[config.mk]
export PLATFORM = sky130hd
export DESIGN_NAME = lsu_lane_align
export DESIGN_NICKNAME = d
export VERILOG_FILES = /design/src/rtl/lsu_lane_align.sv
export SDC_FILE = /design/constraint.sdc
export NUM_CORES = 1
export LEC_CHECK = 0
export BUFFER_PORTS_ARGS = -buffer_cell sky130_fd_sc_hd__buf_4
export CAP_MARGIN = 25
export CORE_MARGIN = 4
export CORE_UTILIZATION = 40
export DETAILED_ROUTE_END_ITERATION = 7
export PLACE_DENSITY_LB_ADDON = 0.15
export SYNTH_ARGS = -nofsm -noshare
export SYNTH_HDL_FRONTEND = slang
export SYNTH_SLANG_ARGS = --single-unit
[constraint.sdc]
create_clock -name clk -period 1.5 [get_ports clk]
set_input_delay 0.15 -clock clk [delete_from_list [all_inputs] [get_ports clk]]
set_output_delay 0.15 -clock clk [all_outputs]
set_load 0.1 [all_outputs]
[src/rtl/lsu_lane_align.sv]
module lsu_lane_align #(
  parameter int ADDR_W = 32
) (
  input  logic              clk,
  input  logic              rst_n,
  input  logic              req_valid,
  input  logic              ld,
  input  logic              st,
  input  logic [1:0]        size,
  input  logic              ld_signed,
  input  logic [ADDR_W-1:0] alu_addr,
  input  logic [31:0]       st_data,
  output logic [ADDR_W-1:0] dm_addr,
  output logic              dm_re,
  output logic              dm_we,
  output logic [3:0]        dm_be,
  output logic [31:0]       dm_wdata,
  input  logic [31:0]       dm_rdata,
  output logic              res_valid,
  output logic [31:0]       res_data,
  output logic              res_misalign
);
  localparam int LANES = 4;
  localparam int OFS_W = $clog2(LANES);

  logic [OFS_W-1:0] ofs;
  logic             sz_byte, sz_half, sz_word;
  logic             bad_align, mem_op, err_now;
  logic [LANES-1:0] lane_sel;
  logic [31:0]      shifted, ld_val, next_data;

  assign ofs     = alu_addr[OFS_W-1:0];
  assign sz_byte = (size == 2'd0);
  assign sz_half = (size == 2'd1);
  assign sz_word = size[1];

  assign bad_align = (sz_half & ofs[0]) | (sz_word & (|ofs));
  assign mem_op    = req_valid & (ld | st);
  assign err_now   = mem_op & bad_align;

  assign dm_addr = {alu_addr[ADDR_W-1:OFS_W], {OFS_W{1'b0}}};
  assign dm_re   = req_valid & ld & ~bad_align;
  assign dm_we   = req_valid & st & ~ld & ~bad_align;

  assign dm_wdata = sz_byte ? {LANES{st_data[7:0]}} :
                    sz_half ? {2{st_data[15:0]}}    : st_data;

  for (genvar i = 0; i < LANES; i++) begin : g_lane
    assign lane_sel[i] = sz_word
                       | (sz_half & (ofs[1] == i[1]))
                       | (sz_byte & (ofs == i[OFS_W-1:0]));
  end
  assign dm_be = dm_we ? lane_sel : '0;

  assign shifted = dm_rdata >> {ofs, 3'b000};

  always_comb begin
    if (sz_byte)
      ld_val = {{24{ld_signed & shifted[7]}}, shifted[7:0]};
    else if (sz_half)
      ld_val = {{16{ld_signed & shifted[15]}}, shifted[15:0]};
    else
      ld_val = dm_rdata;
  end

  always_comb begin
    if (!req_valid || err_now) next_data = '0;
    else if (ld)               next_data = ld_val;
    else                       next_data = 32'(alu_addr);
  end

  always_ff @(posedge clk or negedge rst_n) begin
    if (!rst_n) begin
      res_valid    <= 1'b0;
      res_data     <= '0;
      res_misalign <= 1'b0;
    end else begin
      res_valid    <= req_valid;
      res_data     <= next_data;
      res_misalign <= err_now;
    end
  end
endmodule

# [Word-level counts from Yosys, hierarchy flattened]
# Cells that the tools add are included.
[totals] ff_bits=34 in_bits=104 output_inout_bits=104 elab_cells=48
[op_classes] eq_ne=4 shifts=1 mux=7 bitwise=28 n_reduce_logical=5
[op_table] cell="two-way mux 32 bit" n=6
[op_table] cell="right shift 32 x 5 -> 16 bit" n=1
[op_table] cell="AND 1 bit" n=17
[op_table] cell="OR 1 bit" n=8
[op_table] cell="equality test 2 x 1 -> 1 bit (second input constant)" n=2
[op_table] cell="equality test 2 bit (second input constant)" n=2
[op_table] cell="zero test 2 bit" n=2
[op_table] cell="two-way mux 4 bit" n=1
[op_table] cell="NOT 1 bit" n=3
[op_table] cell="OR reduction 2 bit" n=1
[op_table] cell="zero test 1 bit" n=1
[op_table] cell="logical OR 1 bit" n=1

# [Depth between registers and ports, before layout]
[depth] ltp_word=6 ltp_mapped=7 ltp_nobuf=4

# [Least setup slack after synthesis]
# Ideal clock, no wire load.
[synth_path] kind="input port to output port" startpoint="in size[1]" endpoint="out dm_be[2]" t_arrival_ns=2.937 required_time_ns=1.350 path_slack_ns=-1.587 path_stages=5 path_buffers=3 cell_sequence="clkbuf_1 > clkbuf_1 > buf_2 > xnor2_1 > nor3_1"
[synth_between] elab_chain_cells=6 elab_cells_between_ends=12 cone_classes="eq/ne: 1; mux: 1; bitwise: 9; reduce/logical: 1"
[synth_lines] element="from (decl)" line="9" rtl="input logic [1:0] size,"
[synth_lines] element="equality test 2 x 1 -> 1 bit" line="34" rtl="assign sz_half = (size == 2'd1);"
[synth_lines] element="AND 1 bit" line="37" rtl="assign bad_align = (sz_half & ofs[0]) | (sz_word & (|ofs));"
[synth_lines] element="OR 1 bit" line="37"
[synth_lines] element="NOT 1 bit" line="43" rtl="assign dm_we = req_valid & st & ~ld & ~bad_align;"
[synth_lines] element="AND 1 bit" line="43"
[synth_lines] element="two-way mux 4 bit (*)" line="53" rtl="assign dm_be = dm_we ? lane_sel : '0;"
[synth_lines] element="to (decl)" line="16" rtl="output logic [3:0] dm_be,"
# Every way passes the cells marked *; elsewhere a longest branch is shown, timed or not.

# [Final worst setup path]
[layout_path] startpoint="in size[1]" endpoint="out dm_wdata[18]"
[layout_between] elab_chain_cells=3 elab_cells_between_ends=4 cone_classes="eq/ne: 1; mux: 2; reduce/logical: 1"
[layout_lines] element="equality test 2 x 1 -> 1 bit" line="34"
[layout_lines] element="two-way mux 32 bit" line="46" rtl="sz_half ? {2{st_data[15:0]}} : st_data;"
[layout_lines] element="two-way mux 32 bit (*)" line="45" rtl="assign dm_wdata = sz_byte ? {LANES{st_data[7:0]}} :"
[layout_lines] element="to (decl)" line="17" rtl="output logic [31:0] dm_wdata,"
# Marks and branches as above.

==> run_results.csv <==
group,metric,value,unit
outcome,status,"completed",
critical_path,cp_top_family,"buffers and inverters",
synth,yosysSeqAreaShare,32.2,%
routing,drt_iter0_drc,133,
routing,avgViaCountPerCell,5.38,
clock_network,cts_max_level,2,
synth,synth_top_area_share,32.2,%
timing,finalSetupViolCount,0,
routing,wirelength,9340,um
critical_path,crit_fanout,24,
timing,post-route-min-period,1440,ps
layout,antennaDiodeCount,0,
critical_path,crit_start,"size[1]",
timing,max_freq,695,MHz
critical_path,start_kind,"primary input",
pwr,ir_worst_vdd,0.631,mV
synth,ys_types,41,
timing,hold_viol,0,
floorplan,ios,208,
grt,grt_util_met1,25.5,%
critical_path,worstSetupPathDepth,4,
place,gp_congestion,0.871,
critical_path,crit_chain,"buf_4 > buf_4 > mux2_2 > buf_4",
pwr,leakage,2.21,nW
floorplan,fp.dieArea,7970,um2
timing,fin_tns_setup,0,ps
grt,overflow,0,
grt,grt_max_degree,35,
place,placed_cell_area,4230,um2
clock_network,cts.reportedPaths.clkPinSlew,70,ps
critical_path,cp.required,1350,ps
timing,worst_pin_slew,652,ps
routing,vias,2869,
critical_path,crit_slowest_cell,"mux2_2",
synth,yosysWarningCount,0,
grt,grt_pass1_wl,13800,um
grt,grtUsageMet2,40.0,%
synth,synth_edf_count,0,
critical_path,end_kind,"primary output",
clock_network,clock-sinks,34,
routing,wl_per_cell,17.5,um
layout,syn_to_final_growth,65.4,%
floorplan,row_count,29,
floorplan,coreArea,6390,um2
timing,slew_violations,0,
synth,synth.avg_cell_area,9.41,um2
synth,synth-seq-cells,34,
synth,yosysTopAreaCell,"dfrtp_1",
place,hpwlAfterDp,7740,um
grt,top_usage_layer,"met2",
clock_network,cts_tree,"built",
grt,grt_pass1_vias,2919,
layout,final_nets,559,
critical_path,path_buf_inv,3,
synth,ys_async_sr_fraction,100,%
synth,synth.most_common_cell,"buf_4",
synth,synth_area_leaders,"dfrtp_1 (32%), buf_4 (12%), mux2_2 (10%)",
floorplan,die-width,89.3,um
pwr,p_per_area,926,nW/um2
routing,drc,0,
synth,synthFlopType,"dfrtp_1",
min_path,hold_path_class,"primary input to flip-flop",
floorplan,die_y,89.3,um
critical_path,crit_path_end,"dm_wdata[18]",
layout,stdcell_area,4370,um2
grt,use_met3,5.35,%
clock_network,cts_buffers,5,
place,portBuffers,205,
critical_path,crit_top_cell,"buf_4",
grt,track_usage,22.2,%
timing,post-route-period-util,95.9,%
clock_network,clk_path_buf_depth,2,
routing,ant_nets,0,
layout,drive_gt1_share,62.5,%
routing,first_pass_iters,4,
critical_path,cp.arrival,1290,ps
critical_path,worst-setup-path-type,"primary input to primary output",
timing,relSlewSlack,56.5,%
synth,synth_area,2640,um2
grt,antenna_found_initial,0,
timing,rsz0062_at_grt,"false",
synth,netlist_instances,281,
job,drv_cap,0,
synth,synth_common_cells,"buf_4 (42), dfrtp_1 (34), mux2_2 (24)",
floorplan,start_util,41.4,%
critical_path,critPathMaxStageDelay,390,ps
clock_network,root_buffer,"clkbuf_8",
-- flip-flops by register name, summed over array words and instances (netlist names) --
signal	count
res_data	32
res_misalign	1
res_valid	1
-- layout make-up --
cell class                      instances  area [um2]
Fill cell                             512        2010
Tap cell                               77        96.3
Sequential cell                        34         851
Clock buffer                            6        82.6
Timing Repair Buffer                  229        1750
Inverter                                3        13.8
Multi-Input combinational cell        182        1560
Clock inverter                          2        12.5
-- per-layer routing --
metal  wire length [um]  part of all wire (%)  vias to the layer above
li1                   -                     -                     1339
met3                988                    11                       14
met5                  0                     0                        -
met4                155                   1.7                        0
met2               4970                    53                      153
met1               3230                    35                     1363
-- placed cells by master (no fill, tap or decap), types with 2 or more instances in the layout --
cell / instances
nor2_4: 3
a211oi_1: 4
nor2b_1: 2
and2_1: 4
o21ai_4: 8
buf_12: 2
nor3_1: 8
mux2_2: 24
mux2i_1: 10
clkbuf_8: 6
o2bb2ai_1: 3
nor2_1: 18
conb_1: 2
nand2b_1: 2
buf_6: 2
o21ai_0: 7
nand2_1: 20
buf_4: 224
a311oi_1: 6
o211a_1: 7
a221o_1: 16
a22oi_1: 13
dfrtp_1: 34
nor3_4: 3
inv_1: 2
a31oi_1: 2
nor2_2: 2
-- worst min-delay path by stage --
stage,startpoint,endpoint,cells after the start
6_report,req_valid,res_valid,1
5_1_grt,req_valid,res_valid,1
4_1_cts,req_valid,res_valid,1
3_5_place_dp,rst_n,res_data[23],1
3_3_place_gp,rst_n,res_data[24],1
2_1_floorplan,rst_n,res_data[0],0
-- power breakdown --
group	internal (mW)	total, mW	switching [mW]
sequential	0.975	0.991	0.0161
combinational	0.625	2.36	1.73
clock	0.369	0.701	0.332
total	1.97	4.05	2.08
-- cell families (layout without fill, tap and decap cells) --
family / count (synthesis) / after routing / synth area share, %
buf+inv: 66 / 240 / 16.2
other cells: 1 / 2 / 0.142
mux: 35 / 35 / 14.9
xor+xnor: 3 / 3 / 0.994
simple gates: 68 / 68 / 11.9
compound gates: 74 / 74 / 23.7
flops: 34 / 34 / 32.2
-- per-stage QoR --
step / setup WS, ps / power, mW / hold WS (ps) / util (%) / cells
2_1_floorplan: -151 / 2.80 / -146 / - / 282
3_3_place_gp: -201 / 3.35 / 117 / 66.2 / 522
3_5_place_dp: -393 / 3.36 / 125 / 66.2 / 522
4_1_cts: 7.71 / 4.08 / 31.1 / 68.1 / 532
5_1_grt: 17.2 / 4.21 / 36.5 / 68.5 / 533
6_report: 61.8 / 4.05 / 42.3 / 68.5 / 533
-- repair_timing --
item                                    CTS  global route
setup buffers                             1             0
resized for setup                         0             3
endpoints found under the setup margin   16            17
pin swaps                                 1             0
hold buffers                              1             0
endpoints found under the hold margin    34             0
No activity file was read; power rests on OpenSTA's default activity.
